[src/rtl/pow2div_pkg.sv]
`timescale 1ns/1ps
package pow2div_pkg;

    localparam int FACT_W     = 3;
    localparam int DATA_W     = 8;
    localparam int OFF_W      = 8;
    localparam int MAX_FACT   = (1 << FACT_W) - 1;
    localparam int CNT_W      = MAX_FACT - 1;   // holds half period of the largest ratio
    localparam logic [OFF_W-1:0] OFF_FACTOR = 8'h43;
    localparam logic [OFF_W-1:0] OFF_ENABLE = 8'h46;
    localparam int EN_BIT     = 7;

    typedef struct packed {
        logic              en;
        logic [FACT_W-1:0] factor;
    } chan_cfg_t;

    typedef enum logic {
        ST_OFF = 1'b0,
        ST_RUN = 1'b1
    } run_state_t;

    // factor 0 and 1 both mean the reference passes undivided
    function automatic logic is_bypass(input logic [FACT_W-1:0] f);
        return (f <= FACT_W'(1));
    endfunction

    // half period in reference cycles for ratios of two and above
    function automatic logic [CNT_W-1:0] half_of(input logic [FACT_W-1:0] f);
        if (is_bypass(f))
            return '0;
        return CNT_W'(1) << (f - FACT_W'(2));
    endfunction

endpackage

[src/rtl/pow2div_regs.sv]
`timescale 1ns/1ps
module pow2div_regs
    import pow2div_pkg::*;
#(
    parameter int ADDR_W = 16,
    parameter int PAGE   = 0
) (
    input  logic              clk,
    input  logic              rst,
    input  logic [ADDR_W-1:0] addr,
    input  logic              we,
    input  logic [DATA_W-1:0] wdata,
    output chan_cfg_t         cfg,
    output logic [DATA_W-1:0] rdata
);

    localparam int PAGE_W = ADDR_W - OFF_W;

    logic             hit;
    logic [OFF_W-1:0] offset;
    logic             unused_wbits;

    assign hit          = (addr[ADDR_W-1:OFF_W] == PAGE_W'(PAGE));
    assign offset       = addr[OFF_W-1:0];
    assign unused_wbits = ^wdata[EN_BIT-1:FACT_W];

    always_ff @(posedge clk) begin
        if (rst) begin
            cfg <= '0;
        end else if (we && hit) begin
            if (offset == OFF_FACTOR)
                cfg.factor <= wdata[FACT_W-1:0];
            if (offset == OFF_ENABLE)
                cfg.en <= wdata[EN_BIT];
        end
    end

    always_comb begin
        rdata = '0;
        if (hit) begin
            if (offset == OFF_FACTOR)
                rdata[FACT_W-1:0] = cfg.factor;
            else if (offset == OFF_ENABLE)
                rdata[EN_BIT] = cfg.en;
        end
    end

endmodule

[src/rtl/pow2div_sync.sv]
`timescale 1ns/1ps
module pow2div_sync #(
    parameter int STAGES = 2
) (
    input  logic clk,
    input  logic rst,
    input  logic d,
    output logic q
);

    logic [STAGES-1:0] chain;

    always_ff @(posedge clk) begin
        if (rst)
            chain <= '0;
        else
            chain <= {chain[STAGES-2:0], d};
    end

    assign q = chain[STAGES-1];

endmodule

[src/rtl/pow2div_core.sv]
`timescale 1ns/1ps
module pow2div_core
    import pow2div_pkg::*;
(
    input  logic              clk,
    input  logic              rst,
    input  logic              en_s,
    input  logic [FACT_W-1:0] factor,
    output logic              clk_o,
    output logic              running
);

    run_state_t        state;
    logic [FACT_W-1:0] fact_q;
    logic [CNT_W-1:0]  half_q;
    logic [CNT_W-1:0]  cnt_q;
    logic              bypass_q;
    logic              tog_q;
    logic              gate_q;
    logic              half_end;

    assign half_end = (cnt_q == half_q - CNT_W'(1));

    always_ff @(posedge clk) begin
        if (rst) begin
            state    <= ST_OFF;
            fact_q   <= '0;
            half_q   <= '0;
            bypass_q <= 1'b1;
            cnt_q    <= '0;
            tog_q    <= 1'b0;
        end else begin
            case (state)
                ST_OFF: begin
                    cnt_q <= '0;
                    tog_q <= 1'b0;
                    if (en_s) begin
                        state    <= ST_RUN;
                        fact_q   <= factor;
                        half_q   <= half_of(factor);
                        bypass_q <= is_bypass(factor);
                        tog_q    <= !is_bypass(factor);
                    end
                end
                ST_RUN: begin
                    if (bypass_q) begin
                        if (!en_s)
                            state <= ST_OFF;
                    end else if (!en_s && !tog_q) begin
                        state <= ST_OFF;
                        cnt_q <= '0;
                    end else if (half_end) begin
                        cnt_q <= '0;
                        tog_q <= ~tog_q;
                        if (!en_s)
                            state <= ST_OFF;
                    end else begin
                        cnt_q <= cnt_q + CNT_W'(1);
                    end
                end
            endcase
        end
    end

    // bypass gate moves only while the reference is low
    always_ff @(negedge clk) begin
        if (rst)
            gate_q <= 1'b0;
        else
            gate_q <= en_s && ((state == ST_RUN) ? bypass_q : is_bypass(factor));
    end

    assign clk_o   = bypass_q ? (clk & gate_q) : tog_q;
    assign running = (state == ST_RUN);

endmodule

[src/rtl/pow2_clkdiv.sv]
`timescale 1ns/1ps
module pow2_clkdiv
    import pow2div_pkg::*;
#(
    parameter int NCH         = 2,
    parameter int ADDR_W      = 16,
    parameter int BASE_PAGE   = 'h50,
    parameter int SYNC_STAGES = 2
) (
    input  logic              clk,
    input  logic              rst,
    input  logic [ADDR_W-1:0] bus_addr,
    input  logic [DATA_W-1:0] bus_wdata,
    input  logic              bus_we,
    output logic [DATA_W-1:0] bus_rdata,
    output logic [NCH-1:0]    div_clk,
    output logic [NCH-1:0]    div_running
);

    logic [DATA_W-1:0] rd_arr [NCH];

    for (genvar i = 0; i < NCH; i++) begin : g_ch
        chan_cfg_t cfg;
        logic      en_s;

        pow2div_regs #(
            .ADDR_W (ADDR_W),
            .PAGE   (BASE_PAGE + i)
        ) u_regs (
            .clk   (clk),
            .rst   (rst),
            .addr  (bus_addr),
            .we    (bus_we),
            .wdata (bus_wdata),
            .cfg   (cfg),
            .rdata (rd_arr[i])
        );

        pow2div_sync #(
            .STAGES (SYNC_STAGES)
        ) u_sync (
            .clk (clk),
            .rst (rst),
            .d   (cfg.en),
            .q   (en_s)
        );

        pow2div_core u_core (
            .clk     (clk),
            .rst     (rst),
            .en_s    (en_s),
            .factor  (cfg.factor),
            .clk_o   (div_clk[i]),
            .running (div_running[i])
        );
    end

    always_comb begin
        bus_rdata = '0;
        for (int i = 0; i < NCH; i++)
            bus_rdata = bus_rdata | rd_arr[i];
    end

endmodule

[config.mk]
export PLATFORM = sky130hd
export DESIGN_NAME = pow2_clkdiv
export DESIGN_NICKNAME = d
export VERILOG_FILES = /design/src/rtl/pow2div_pkg.sv /design/src/rtl/pow2div_regs.sv /design/src/rtl/pow2div_sync.sv /design/src/rtl/pow2div_core.sv /design/src/rtl/pow2_clkdiv.sv
export SDC_FILE = /design/constraint.sdc
export NUM_CORES = 1
export LEC_CHECK = 0
export ABC_CLOCK_PERIOD_IN_PS = 5100
export BUFFER_PORTS_ARGS = -buffer_cell sky130_fd_sc_hd__buf_2
export CAP_MARGIN = 25
export CORE_MARGIN = 1.5
export CORE_UTILIZATION = 55
export CTS_CLUSTER_DIAMETER = 80
export DETAILED_ROUTE_END_ITERATION = 10
export HOLD_SLACK_MARGIN = 0.12
export PLACE_DENSITY = 0.88
export SLEW_MARGIN = 20
export SYNTH_ARGS = -nofsm -noshare
export SYNTH_HDL_FRONTEND = slang
export SYNTH_SLANG_ARGS = --single-unit
export TNS_END_PERCENT = 5
[constraint.sdc]
create_clock -name clk -period 5.1 [get_ports clk]
set_clock_uncertainty 0.1 [all_clocks]
set_input_delay 0.255 -clock clk [delete_from_list [all_inputs] [get_ports clk]]
set_output_delay 0.255 -clock clk [all_outputs]
set_load 0.05 [all_outputs]
==> results of run 1 <==
-- state kept, by name (all words and copies together), names as in the netlist --
register and cells:
g_ch.u_core.bypass_q 2, g_ch.u_sync.chain 4, g_ch.u_core.tog_q 2, g_ch.u_core.cnt_q 12
g_ch.u_core.gate_q 2, g_ch.u_core.half_q 12, g_ch.u_core.running 2, g_ch.u_regs.cfg 8
-- Yosys cell counts, drive strengths merged (3+ instances only) --
master / instances
dfxtp: 44
nand2: 33
nor2: 32
a21oi: 29
xnor2: 16
o21ai: 15
inv: 14
clkbuf: 12
buf: 9
nor2b: 9
ha: 8
nand2b: 8
or3: 8
nand3: 7
nor3: 5
and2: 4
mux2i: 4
nor4: 4
nor4b: 4
o211ai: 4
or3b: 4
a31oi: 3
nand4: 3
nor3b: 3
-- critical path, stage by stage (launching register included) --
cell     delay (ns)
dfxtp_1        0.30
nand3_1        0.06
o21ai_0        0.10
buf_2          0.29
-- through the flow --
| step | instance area (um2) | total power, W | setup slack (ns) |
|---|---|---|---|
| 4_1_cts | 2831 | 0.0007549 | 0.9638 |
| 6_report | 2831 | 0.0007462 | 0.9747 |
| 5_1_grt | 2831 | 0.0007720 | 0.8618 |
| 2_1_floorplan | 2505 | 0.0003718 | 1.220 |
| 3_3_place_gp | 2608 | 0.0003785 | 1.116 |
| 3_5_place_dp | 2608 | 0.0003790 | 1.043 |
-- power groups by stage --
stage / combinational (W) / clock, W / sequential (W)
6_report: 0.0000267 / 0.000376 / 0.000343
5_1_grt: 0.0000284 / 0.000400 / 0.000343
4_1_cts: 0.0000263 / 0.000385 / 0.000343
3_5_place_dp: 0.0000239 / 0.00000377 / 0.000351
3_3_place_gp: 0.0000235 / 0.00000377 / 0.000351
2_1_floorplan: 0.0000168 / 0.00000377 / 0.000351
-- per-layer routing --
metal | part of all wire [%] | vias to the layer above | track usage (%) | wire length [um]
li1 | - | 1118 | - | -
met4 | 1.9 | 0 | 13.25 | 101
met2 | 48 | 75 | 38.05 | 2507
met5 | 0 | - | 0 | 0
met1 | 43 | 1023 | 25.88 | 2259
met3 | 6.3 | 11 | 9.091 | 329
-- cell type report --
cell class                      count  area (um2)
Multi-Input combinational cell    233        1459
Tap cell                           52       65.06
Clock buffer                       13       151.4
Timing Repair Buffer               32       180.2
Fill cell                         346        1523
Inverter                           13       48.80
Sequential cell                    44       880.8
Clock inverter                      4       46.29
-- kinds of logic (layout without fill, tap and decap cells) --
group                      Yosys count  in the layout  share of synthesized area (%)
buffers and inverters               35             62                          6.623
muxes                                4              4                          1.606
DFF                                 44             44                          35.32
other                                1              4                         0.1504
adders and majority gates            8              8                          4.014
xor gates and xnor gates            18             18                          6.624
and+or+nand+nor                    130            130                          27.25
AOI/OAI and AO/OA                   69             69                          18.42
-- what timing repair did --
item,4_1_cts,5_1_grt
hold endpoints to repair,8,0
hold buffers,4,0
buffers inserted,0,0
-- how the worst max path moves through the flow --
stage / start / end / slack [ns]
after global placement: g_ch[1].u_regs.cfg[1] / g_ch[1].u_core.gate_q / 1.12
after floorplan: g_ch[1].u_regs.cfg[1] / g_ch[1].u_core.gate_q / 1.22
final: g_ch[0].u_core.gate_q / div_clk[0] / 0.97
after CTS: g_ch[0].u_core.gate_q / div_clk[0] / 0.96
after detailed placement: g_ch[1].u_regs.cfg[1] / g_ch[1].u_core.gate_q / 1.04
after global routing: g_ch[1].u_regs.cfg[1] / g_ch[1].u_core.gate_q / 0.86
==> metrics.md, run 1 <==
| Metric | Value |
|---|---|
| Starting Density | `57.27%` |
| Cell Pwr Density | `263.5 nW/um2` |
| Die area | `4947 um2` |
| Worst-Margin Slew | `0.6508 ns` |
| Clock Pin Slew Worst Setup and Hold Paths | `0.08 ns` |
| CTS resizes | `0` |
| Row count | `24` |
| I/O Buffers | `30` |
| VDD IR max | `0.1689 mV` |
| Share of layout cells above drive strength 1 | `15.93%` |
| Die Height | `70.34 um` |
| Min-delay src | `bus_addr[0]` |
| Synth top area share | `35.32%` |
| Routed WL | `5198 um` |
| # setup viols final | `0` |
| Final hold vios | `0` |
| Clock Latency Late Sink | `0.41 ns` |
| Post-Syn Area | `2494 um2` |
| RSZ-0062 raised after global routing | `false` |
| Largest area contributor in the synthesized netlist | `dfxtp_1` |
| Global-route wire length before repair | `8921 um` |
| Critical path class | `reg -> out` |
| Leakage | `1.025 nW` |
| Commonest non-fill, non-tap cell in the layout | `dfxtp_1` |
| Reg-to-reg slack, setup | `1.03 ns` |
| Status | `finished clean` |
| Layout area overhead | `13.55%` |
| Remaining routing DRC violations | `0` |
| CTS tree | `built` |
| Ports | `39` |
| FF-to-FF Start | `g_ch[1].u_regs.cfg[1]` |
| Switching power | `0.0001609 W` |
| Most frequent cells in the layout | `dfxtp_1, nand2_1, nor2_1` |
| Largest net degree at the start of global routing | `37` |
| Chip width | `70.34 um` |
| Sw frac | `21.56%` |
| GRT Residual Overflow | `0` |
| Hold Slack | `0.1724 ns` |
| Worst Hold Class | `in -> reg` |
| Via count | `2227` |
| Core area | `4354 um2` |
| WP data required | `4.74 ns` |
| Synth Area per Inst | `8.070 um2` |
| # diodes | `0` |
| Register bit total from synthesis | `44` |
| Slew Viols, Final | `0` |
| Number of cells on the worst reg-to-reg path | `6` |
| Crit path capture type | `output port` |
| Ys flop type | `dfxtp_1` |
| Mapped Cells | `309` |
| Endpoint, Worst Hold | `g_ch[0].u_regs.cfg[3]` |
| Hold path depth | `5` |
| Clk pwr share | `50.4%` |
| Fin util | `65.03%` |
| Hpwl dp | `3572 um` |
| Yosys cell types | `54` |
| Synth async-reset ratio | `0%` |
| DR pass1 iterations | `4` |
| Comb power frac | `3.6%` |
| Int Power | `0.0005853 W` |
| Via-per-instance ratio | `5.696` |
| Area contributors post-synth | `dfxtp_1, a21oi_1, xnor2_1, nand2_1, nor2_1` |
| Placed insts | `373` |
| Crit-path max FO | `1` |
| Maxcap violations | `0` |
| Total track usage | `23.39%` |
| Sequential share of the synthesized area | `35.32%` |
| Sum Neg Setup Slack | `0 ns` |
| Sequential power share | `46.0%` |
| Reg-to-reg critical path endpoint | `g_ch[1].u_core.gate_q` |
| Vias in the first global route | `2086` |
| Mean routed wirelength per cell | `13.29 um` |
| GP Congestion | `0.8335` |
| Initial antenna violation count | `0` |
| EDFF count, synth | `0` |
| Arrival @ worst endpoint | `3.77 ns` |
| Final nets | `372` |
| Normalized max-slew margin | `56.61%` |
| Initial DRC Count | `174` |
| Finished Layout Cells | `391` |
| CP startpoint kind | `flop` |
| YS warnings | `0` |
| Post-route ant nets | `0` |
Note: power is estimated with default switching activity, not from simulation.
==> run 2, diff against run 1 <==
--- a/config.mk
+++ b/config.mk
@@ -5,7 +5,8 @@
 export SDC_FILE = /design/constraint.sdc
 export NUM_CORES = 1
 export LEC_CHECK = 0
-export ABC_CLOCK_PERIOD_IN_PS = 5100
+export ABC_AREA = 1
+export ABC_CLOCK_PERIOD_IN_PS = 4200
 export BUFFER_PORTS_ARGS = -buffer_cell sky130_fd_sc_hd__buf_2
 export CAP_MARGIN = 25
 export CORE_MARGIN = 1.5
@@ -13,7 +14,7 @@
 export CTS_CLUSTER_DIAMETER = 80
 export DETAILED_ROUTE_END_ITERATION = 10
 export HOLD_SLACK_MARGIN = 0.12
-export PLACE_DENSITY = 0.88
+export PLACE_DENSITY = 0.87
 export SLEW_MARGIN = 20
 export SYNTH_ARGS = -nofsm -noshare
 export SYNTH_HDL_FRONTEND = slang
==> constraint.sdc (replaced) <==
create_clock -name clk -period 4.2 [get_ports clk]
set_clock_uncertainty 0.1 [all_clocks]
set_input_delay 0.21 -clock clk [delete_from_list [all_inputs] [get_ports clk]]
set_output_delay 0.21 -clock clk [all_outputs]
set_load 0.05 [all_outputs]
==> metrics.md, run 2 <==
| Metric | Value |
|---|---|
| Status | `finished clean` |
| Via-per-instance ratio | `5.118 (-10%)` |
| Synth cell count leaders | `nand2_1, inv_1, dfxtp_1` |
| Final hold vios | `0 (unchanged)` |
| Initial DRC Count | `149 (-14%)` |
| Vias in the first global route | `2569 (+23%)` |
| Register Area | `880.8 um2 (unchanged)` |
| Leakage | `1.365 nW (+33%)` |
| GRT Residual Overflow | `0 (unchanged)` |
| Placement Cell Area | `2909 um2 (+12%)` |
| WP data required | `3.89 ns (-0.85 ns)` |
| Slew Viols, Final | `0 (unchanged)` |
| Critical path's slowest cell | `dfxtp_1` |
| Compound-cell area share of the yosys netlist | `11.86% (-6.6 points)` |
| Commonest non-fill, non-tap cell in the layout | `nand2_1` |
| Ys flop type | `dfxtp_1` |
| EDFF count, synth | `0 (unchanged)` |
| Share of layout cells above drive strength 1 | `18.45% (+2.5 points)` |
| Setup Fix Bufs, Post-CTS | `0 (unchanged)` |
| Multi-input logic area | `1528 um2 (+4.7%)` |
| Core area | `4755 um2 (+9.2%)` |
| Mapped Cells | `424 (+37%)` |
| Post-route ant nets | `0 (unchanged)` |
| Maxcap violations | `0 (unchanged)` |
| GP Congestion | `0.8261 (-0.89%)` |
| Register bit total from synthesis | `44 (unchanged)` |
| CP startpoint kind | `flop` |
| CP bufs+invs | `1 (unchanged)` |
| Die Height | `73.47 um (+4.5%)` |
| RSZ-0062 raised after global routing | `false` |
| Global-route wire length before repair | `10240 um (+15%)` |
| Chip width | `73.47 um (+4.5%)` |
| Post-Syn Area | `2731 um2 (+9.5%)` |
| Ports | `39 (unchanged)` |
| # setup viols final | `0 (unchanged)` |
| Initial antenna violation count | `0 (unchanged)` |
| Critical Path Max Stage Delay | `0.29 ns (about the same)` |
| VDD IR max | `0.1821 mV (+7.8%)` |
| Yosys cell types | `32 (-41%)` |
| YS warnings | `0 (unchanged)` |
| Clock Pin Slew Worst Setup and Hold Paths | `0.08 ns (about the same)` |
| Fillers | `413 (+19%)` |
| Most frequent cells in the layout | `nand2_1, inv_1, dfxtp_1` |
| Mux cell area share after synthesis | `0% (-1.6 points)` |
| Sequential share of the synthesized area | `32.25% (-3.1 points)` |
| I/O Buffers | `30 (unchanged)` |
| Layout area overhead | `15.30%` |
| Hpwl dp | `4121 um (+15%)` |
| Mean routed wirelength per cell | `11.13 um (-16%)` |
| Routed WL | `5931 um (+14%)` |
| Worst-path cell chain | `a31o_2 > buf_2` |
| Post-Synth Simple-Gate Area | `37.61% (+10 points)` |
| Cell Pwr Density | `285.5 nW/um2 (+8.4%)` |
| Dpl ws | `0.8428 ns (-0.1997 ns)` |
| Synth Area in XOR/XNOR | `2.245% (-4.4 points)` |
| Largest area contributor in the synthesized netlist | `dfxtp_1` |
| Die area | `5398 um2 (+9.1%)` |
| Total track usage | `24.64% (+1.2 points)` |
| Tot Pwr | `0.0008992 W (+21%)` |
| Final instance area | `3149 um2 (+11%)` |
| Final nets | `499 (+34%)` |
| Clock Latency Late Sink | `0.41 ns (about the same)` |
| Via count | `2728 (+22%)` |
| Sum Neg Setup Slack | `0 ns (unchanged)` |
| DR pass1 iterations | `4 (unchanged)` |
| CTS tree | `built` |
| Largest family of logic cells by synthesized area | `simple AND/OR/NAND/NOR gates` |
| Worst path top cell family by delay | `flip-flops` |
| Starting Density | `57.45% (+0.18 points)` |
| Arrival @ worst endpoint | `3.32 ns (-0.45 ns)` |
| Largest net degree at the start of global routing | `19 (-49%)` |
| Synth async-reset ratio | `0% (unchanged)` |
| Crit path capture type | `output port` |
| # diodes | `0 (unchanged)` |
| Crit-path max FO | `1 (unchanged)` |
| Worst Hold Class | `in -> reg` |
| PnR worst setup slack | `0.5701 ns (-0.4046 ns)` |
| Remaining routing DRC violations | `0 (unchanged)` |
| Critical path class | `reg -> out` |
| Largest regs | `g_ch.u_core.cnt_q (12), g_ch.u_core.half_q (12), g_ch.u_regs.cfg (8)` |
| Most numerous cell in the Yosys netlist | `nand2_1` |
| Synth Area per Inst | `6.442 um2 (-20%)` |
| Row count | `25 (+4.2%)` |
| Synth top area share | `32.25% (-3.1 points)` |
| Area contributors post-synth | `dfxtp_1, nand2_1, a21oi_1, inv_1, nand3_1` |
| Adder-cell share of the synthesized area | `3.665% (-0.35 points)` |
-- run 2: cells by family after synthesis --
kind of cell | Yosys count
and+or+nand+nor | 222
buffers and inverters | 80
AOI/OAI and AO/OA | 62
DFF | 44
adders and majority gates | 8
xor gates and xnor gates | 7
other | 1
-- run 2: metal layers --
layer | vias to the layer above | wire (um) | share of wire [%] | GRT usage (%)
met5 | - | 0 | 0 | 0
met4 | 0 | 168 | 2.8 | 13.79
met3 | 22 | 318 | 5.4 | 7.270
met2 | 99 | 2928 | 49 | 42.04
met1 | 1204 | 2516 | 42 | 27.16
li1 | 1403 | - | - | -
-- run 2: where the power goes --
group,switching (W),internal (W)
sequential,0.00000000134,0.000417
combinational,0.0000250,0.0000143
clock,0.000179,0.000264
-- run 2: timing repair --
action	CTS	global route
hold buffers	7	0
gates resized for setup	0	0
endpoints found under the hold margin	22	0
-- run 2: layout make-up --
class                           instances  share of cell area (%)
Multi-Input combinational cell        303                   48.51
Tap cell                               67                   2.662
Clock buffer                           13                   4.489
Timing Repair Buffer                   38                   7.390
Clock inverter                          4                   1.351
Sequential cell                        44                   27.97
Inverter                               64                   7.628
-- run 2: tightest hold or removal path: cells and delay by family --
| family | cells | cell delay [ns] |
|---|---|---|
| buffers and inverters | 2 | 0.21 |
| AND/OR/NAND/NOR | 2 | 0.16 |
| AO/OA/AOI/OAI | 1 | 0.08 |
-- run 2: path summary, 6_finish.rpt --
kind                                start                 endpoint  slack (ns)  cells after the start
setup / recovery    g_ch[1].u_core.gate_q               div_clk[1]        0.57                      2
hold / removal                     bus_we    g_ch[0].u_regs.cfg[3]        0.20                      5
setup reg to reg    g_ch[0].u_regs.cfg[1]    g_ch[0].u_core.gate_q        0.88                      7
hold reg to reg   g_ch[1].u_sync.chain[0]  g_ch[1].u_sync.chain[1]        0.31                      2
-- run 2: per-stage QoR --
stage / utilization (%) / instances / hold slack, ns
2_1_floorplan: - / 427 / 0.2444
3_3_place_gp: 61.18 / 512 / 0.2897
3_5_place_dp: 61.18 / 512 / 0.2976
4_1_cts: 66.24 / 533 / 0.1787
5_1_grt: 66.24 / 533 / 0.2188
6_report: 66.24 / 533 / 0.2018
